<file path="config.mk">
export PLATFORM = sky130hd
export DESIGN_NAME = tap7_smoother
export DESIGN_NICKNAME = d
export VERILOG_FILES = /design/src/rtl/tap7_pkg.sv /design/src/rtl/tap7_history.sv /design/src/rtl/tap7_sum.sv /design/src/rtl/tap7_fill.sv /design/src/rtl/tap7_smoother.sv
export SDC_FILE = /design/constraint.sdc
export NUM_CORES = 1
export LEC_CHECK = 0
export ABC_AREA = 1
export BUFFER_PORTS_ARGS = -buffer_cell sky130_fd_sc_hd__buf_4
export CAP_MARGIN = 30
export CORE_MARGIN = 10
export CORE_UTILIZATION = 65
export CTS_BUF_LIST = sky130_fd_sc_hd__clkbuf_8
export DETAILED_ROUTE_END_ITERATION = 10
export PLACE_DENSITY = 0.84
export SETUP_SLACK_MARGIN = 0.5
export SYNTH_ARGS = -nofsm -noshare
export SYNTH_HDL_FRONTEND = slang
export SYNTH_SLANG_ARGS = --single-unit
</file>
<file path="constraint.sdc">
create_clock -name clk -period 8.8 [get_ports clk]
set_clock_uncertainty 0.05 [all_clocks]
set_input_delay 0 -clock clk [delete_from_list [all_inputs] [get_ports clk]]
set_output_delay 0 -clock clk [all_outputs]
set_load 0.05 [all_outputs]
</file>
<file path="src/rtl/tap7_pkg.sv">
package tap7_pkg;
    // number of older samples held behind the newest one
    localparam int HIST_LEN   = 6;
    // total weight 2 + HIST_LEN = 8 -> divide by shifting right
    localparam int SCALE_SH   = 3;
    // headroom above the sample width for the weighted sum
    localparam int GUARD_BITS = 3;
endpackage

</file>
<file path="src/rtl/tap7_history.sv">
module tap7_history #(
    parameter int DATA_W = 12,
    parameter int DEPTH  = 6
) (
    input  logic                           clk,
    input  logic                           rst,
    input  logic                           shift_en,
    input  logic signed [DATA_W-1:0]       din,
    output logic [DEPTH-1:0][DATA_W-1:0]   taps_o
);
    logic [DEPTH-1:0][DATA_W-1:0] taps_d;
    logic [DEPTH-1:0][DATA_W-1:0] taps_q;

    generate
        for (genvar i = 0; i < DEPTH; i++) begin : g_stage
            if (i == 0) begin : g_head
                always_comb taps_d[i] = shift_en ? din : taps_q[i];
            end else begin : g_body
                always_comb taps_d[i] = shift_en ? taps_q[i-1] : taps_q[i];
            end
        end
    endgenerate

    always_ff @(posedge clk) begin
        if (rst) taps_q <= '0;
        else     taps_q <= taps_d;
    end

    assign taps_o = taps_q;
endmodule

</file>
<file path="src/rtl/tap7_sum.sv">
module tap7_sum #(
    parameter int DATA_W = 12,
    parameter int DEPTH  = 6,
    parameter int ACC_W  = 15
) (
    input  logic signed [DATA_W-1:0]       newest,
    input  logic [DEPTH-1:0][DATA_W-1:0]   taps,
    output logic signed [ACC_W-1:0]        sum_o
);
    localparam int EXT_W = ACC_W - DATA_W;

    logic signed [ACC_W-1:0] acc_d;

    always_comb begin
        acc_d = {{EXT_W{newest[DATA_W-1]}}, newest} <<< 1;
        for (int i = 0; i < DEPTH; i++) begin
            acc_d = acc_d + {{EXT_W{taps[i][DATA_W-1]}}, taps[i]};
        end
    end

    assign sum_o = acc_d;
endmodule

</file>
<file path="src/rtl/tap7_fill.sv">
module tap7_fill #(
    parameter int DEPTH = 6
) (
    input  logic clk,
    input  logic rst,
    input  logic step,
    output logic full_o
);
    localparam int CNT_W = $clog2(DEPTH + 1);

    logic [CNT_W-1:0] cnt_d;
    logic [CNT_W-1:0] cnt_q;

    always_comb begin
        cnt_d = cnt_q;
        if (step && (cnt_q != CNT_W'(DEPTH))) cnt_d = cnt_q + 1'b1;
    end

    always_ff @(posedge clk) begin
        if (rst) cnt_q <= '0;
        else     cnt_q <= cnt_d;
    end

    assign full_o = (cnt_q == CNT_W'(DEPTH));
endmodule

</file>
<file path="src/rtl/tap7_smoother.sv">
module tap7_smoother
    import tap7_pkg::*;
#(
    parameter int DATA_W = 12
) (
    input  logic                     clk,
    input  logic                     rst,
    input  logic                     in_valid,
    input  logic signed [DATA_W-1:0] in_sample,
    output logic                     out_valid,
    output logic signed [DATA_W-1:0] out_sample
);
    localparam int ACC_W = DATA_W + GUARD_BITS;

    typedef struct packed {
        logic                     valid;
        logic signed [DATA_W-1:0] sample;
    } out_state_t;

    logic [HIST_LEN-1:0][DATA_W-1:0] taps;
    logic signed [ACC_W-1:0]         wsum;
    logic signed [ACC_W-1:0]         scaled;
    logic                            window_full;
    out_state_t                      st_d;
    out_state_t                      st_q;

    tap7_history #(.DATA_W(DATA_W), .DEPTH(HIST_LEN)) u_history (
        .clk      (clk),
        .rst      (rst),
        .shift_en (in_valid),
        .din      (in_sample),
        .taps_o   (taps)
    );

    tap7_sum #(.DATA_W(DATA_W), .DEPTH(HIST_LEN), .ACC_W(ACC_W)) u_sum (
        .newest (in_sample),
        .taps   (taps),
        .sum_o  (wsum)
    );

    tap7_fill #(.DEPTH(HIST_LEN)) u_fill (
        .clk    (clk),
        .rst    (rst),
        .step   (in_valid),
        .full_o (window_full)
    );

    assign scaled = wsum >>> SCALE_SH;

    always_comb begin
        st_d       = st_q;
        st_d.valid = in_valid && window_full;
        if (in_valid) st_d.sample = scaled[DATA_W-1:0];
    end

    always_ff @(posedge clk) begin
        if (rst) st_q <= '0;
        else     st_q <= st_d;
    end

    assign out_valid  = st_q.valid;
    assign out_sample = st_q.sample;
endmodule

</file>
# After elaboration in Yosys (flattened, before gate mapping)
# Cells that the tools add are included.
# W data, S select, Z words.
word_totals:
  register_bits: 88
  input_bits: 15
  output_inout_bits: 13
  elab_cells: 20
classes:
  addsub: 7
  n_eq_ne: 2
  reduce_logical: 2
ops:
  columns: ["op", "count"]
  rows:
  - ["$add A15 B15 Y15", 5]
  - ["$add A13 B12 Y14", 1]
  - ["$add A3 B1 Y3 const B", 1]
  - ["$eq A3 B3 Y1 const B", 1]
  - ["$ne A3 B3 Y1 const B", 1]
  - ["$logic_and A1 B1 Y1", 2]

# Logic depth before layout (Yosys ltp)
logic_depth:
  ltp_word: 6
  mapped_depth: 24
  mapped_depth_nobuf: 24

# Cells and area by module
# From an unflattened synthesis, not the netlist that was laid out.
unflattened:
  cells_unflattened: 909
  area_unflattened_um2: 6178.4
by_module_without_submodules:
  columns: ["mod", "instances", "cells_each", "area_per_inst_um2", "seq_area_each_um2"]
  rows:
  - ["tap7_history", 1, 456, 2951.6, 1441.4]
  - ["tap7_sum", 1, 348, 2517.4, 0.0]
  - ["tap7_smoother", 1, 80, 541.8, 260.2]
  - ["tap7_fill", 1, 25, 167.7, 60.1]

# Worst setup path before layout
# No wires, ideal clock.
synth_path:
  path_kind: "register to register"
  from: "register u_history.taps_q (netlist bit u_history.taps_o[1])"
  to: "register st_q (netlist bit out_sample[11])"
  setup_time_ns: 0.109
  arrival_time_ns: 4.000
  required_ns: 8.641
  path_slack_ns: 4.641
  path_stages_with_launch: 24
  n_path_buf: 0
  period_less_slack_ns: 4.159
  path_cell_list: "dfxtp_1 -> ha_1 -> inv_1 -> fa_1 -> inv_1 -> nand3_1 -> nand2_1 -> nand3_1 -> nand4_1 -> xor2_1 -> fa_1 -> inv_1 -> fa_1 -> inv_1 -> fa_1 -> inv_1 -> ha_1 -> a21o_1 -> nor2_1 -> nand3_1 -> nand2_1 -> nand3_1 -> nand2_1 -> inv_1"
synth_via:
  elab_chain_cells: 6
synth_rtl:
  columns: ["item", "line_no", "text"]
  rows:
  - ["start: declaration", "tap7_history.sv:12", "logic [DEPTH-1:0][DATA_W-1:0] taps_q;"]
  - ["start signal: assignment", "tap7_history.sv:26", "else taps_q <= taps_d;"]
  - ["$add A13 B12 Y14", "tap7_sum.sv:17", "acc_d = acc_d + {{EXT_W{taps[i][DATA_W-1]}}, taps[i]};"]
  - ["$add A15 B15 Y15 (5 in series)", "tap7_sum.sv:17", null]
  - ["end signal: assignment", "tap7_smoother.sv:58", "else st_q <= st_d;"]
  - ["end: declaration", "tap7_smoother.sv:25", "out_state_t st_q;"]
# Every way passes these cells.
# A chain may end at the register's enable or synchronous reset.

# Worst setup path in the final report
# Ends and elaborated chain as after synthesis.

==> qor.yml <==
global_route:
  grt_max_degree: 98
  grt_usage_pct: 19.4
  grt_pass1_wl_mm: 21.0
  grt.overflow.total: 0
  antenna_found_initial: 0
  grt_pass1_vias: 4723
floorplan:
  initial_core_util_pct: 66.1
  core_area_um2: 8640
  rows: 34
  pin_count: 28
  die_w_um: 114
  die_h_um: 114
  die_area_um2: 12900
clock_tree:
  htreeDepth: 3
  cts_inserted_buffers: 9
  postCtsSetupBuffers: 0
  clk_root_buffer_cell: "clkbuf_8"
  cts_sinks: 88
  cts_hold_buffers: 13
  cts.reportedPaths.clkPinSlew_ns: 0.10
  clock_latency_ns: 0.36
  cts_tree: "done"
  postCtsResizedCells: 0
  cts_buffer_depth: 2
yosys:
  synth_top_cell_by_area: "dfxtp_1"
  ys_top_cells_by_area: "dfxtp_1 31%, fa_1 19%, nor2_1 8.9%"
  ys_seq_area_share_pct: 30.9
  synth_edf_count: 0
  synth_top_area_share_pct: 30.9
  syn_area_um2: 5700
  synth_nets: 845
  synth_flop_cell: "dfxtp_1"
  synth.most_common_cell: "nor2_1"
  ys_seq_elements: 88
  synthTopCellsByCount: "136 x nor2_1, 130 x inv_1, 90 x nand2_1, 88 x dfxtp_1, 83 x o21ai_0"
  async_reset_ff_share_pct: 0
  syn_avg_cell_area_um2: 7.60
  synth_cell_type_count: 29
  yosysWarningCount: 0
  syn-instance-count: 751
worst_setup_path:
  endpoint_kind: "flip-flop"
  reg2regPathDepth: 23
  cp.arrival_ns: 4.83
  crit_path_end: "out_sample[11]"
  path_class: "flip-flop to flip-flop"
  r2r_end: "out_sample[11]"
  setup.worst_path.start_class: "flip-flop"
  worstPathMaxFanout: 4
  crit_required_ns: 9.01
  reg2reg_slack_ns: 4.18
  r2r-start: "u_history.taps_o[1]"
  startpoint: "u_history.taps_o[1]"
cells_and_area:
  diodes: 0
  layout-drive-gt1-share_pct: 7.80
  final_core_util_pct: 72.5
  flow.area_growth_from_synthesis_pct: 9.80
  final_net_count: 871
  final_area_um2: 6260
  nFillCells: 662
placement:
  pre_cts_ws_ns: 4.22
  gp_congestion: 0.890
  post_dp_cell_area_um2: 5920
  hpwl_mm: 8.57
  io_buffer_count: 27
routing:
  drcViolationCount: 0
  avgViaCountPerCell: 5.33
  totalWireLength_mm: 11.8
  routed-via-count: 4747
  drt_iter0_markers: 299
  drt_first_pass_iters: 6
  detail-route-antenna-nets: 0
  wl_per_cell_um: 13.2
power:
  power_density_nw_per_um2: 269
  p_leak_nw: 3.06
  irDropWorstVdd_v: 0.000118
sta:
  worst-slew-pin-transition_ns: 0.876
  final-hold-violation-count: 0
  slew-limit-headroom_pct: 41.6
  fin_setup_tns_ns: 0
  layout_min_cycle_time_ns: 4.62
  finalCritPeriodShare_pct: 52.6
  setup_viol: 0
  rsz0062_at_grt: "false"
  slew_viol_final: 0
  setup_slack_ns: 4.18
  fmax_mhz: 216
worst_hold_path:
  hold_path.class: "input port to flip-flop"
outcome:
  status: "completed"
run:
  drv_cap: 0
per-layer routing:
layer	vias up	routed length, µm	share of wire (%)	GRT usage [%]
met1	2229	5120	43	23.8
li1	2370	-	-	-
met3	24	596	5.1	3.99
met2	124	5840	50	33.8
met4	0	213	1.8	4.99
met5	-	0	0	0
cell families after synthesis:
group | Yosys count | synth area share [%]
flops | 88 | 30.9
xor+xnor | 15 | 2.30
buf+inv | 164 | 11.2
simple gates | 270 | 19.1
compound gates | 135 | 12.2
fa+ha+maj | 79 | 24.3
through the flow:
| stage | total power, W | hold WS (ns) | std cells |
|---|---|---|---|
| after floorplan | 0.00121 | 0.0849 | 751 |
| after global placement | 0.00139 | 0.187 | 860 |
| after detailed placement | 0.00142 | 0.198 | 860 |
| after CTS | 0.00170 | 0.212 | 889 |
| after global routing | 0.00185 | 0.247 | 890 |
| final | 0.00168 | 0.216 | 890 |
area by class of cell:
type	instances	area, µm²	area share (%)
Sequential cell	88	1760	28.1
Tap cell	108	135	2.16
Clock buffer	10	138	2.20
Timing Repair Buffer	42	360	5.75
Multi-Input combinational cell	499	3300	52.7
Inverter	137	514	8.21
Clock inverter	6	51.3	0.819
where the power goes:
group          switching, W  total [W]  internal, W
clock              0.000156   0.000271     0.000115
sequential        0.0000281   0.000472     0.000443
combinational      0.000599   0.000942     0.000343
cells in the final DEF (no fill, tap or decap), types with 13 or more instances in the layout:
master,instances
o21ai_0,83
a21oi_1,43
fa_1,53
nor2_1,136
ha_1,26
dlygate4sd3_1,13
inv_1,130
buf_4,28
nand3_1,28
nand2_1,90
dfxtp_1,88
worst min-delay path by stage:
stage            startpoint                    to  slack (ns)  cells past startpoint
6_report           in_valid  u_history.taps_o[65]        0.22                      2
5_1_grt            in_valid   u_history.taps_o[1]        0.25                      2
4_1_cts            in_valid  u_history.taps_o[65]        0.21                      2
3_5_place_dp   in_sample[7]   u_history.taps_o[7]        0.20                      3
3_3_place_gp   in_sample[8]   u_history.taps_o[8]        0.19                      3
2_1_floorplan  in_sample[0]   u_history.taps_o[0]        0.08                      2
sequential cells by signal (all words and copies together), names as in the netlist:
name / cells
u_history.taps_o: 72
out_sample: 12
u_fill.cnt_q: 3
out_valid: 1
critical path, cell delays in order (launching register included):
cell and delay, ns:
dfxtp_1 0.36, ha_1 0.21, inv_1 0.09, fa_1 0.40
inv_1 0.11, nand3_1 0.07, nand2_1 0.17, nand3_1 0.10
nand4_1 0.12, xor2_1 0.10, fa_1 0.49, inv_1 0.05
fa_1 0.52, inv_1 0.09, fa_1 0.54, inv_1 0.04
ha_1 0.34, a21o_1 0.17, nor2_1 0.14, nand3_1 0.10
nand2_1 0.06, nand3_1 0.06, nand2_1 0.09, inv_1 0.03
Note: power is estimated with default switching activity, not from simulation.
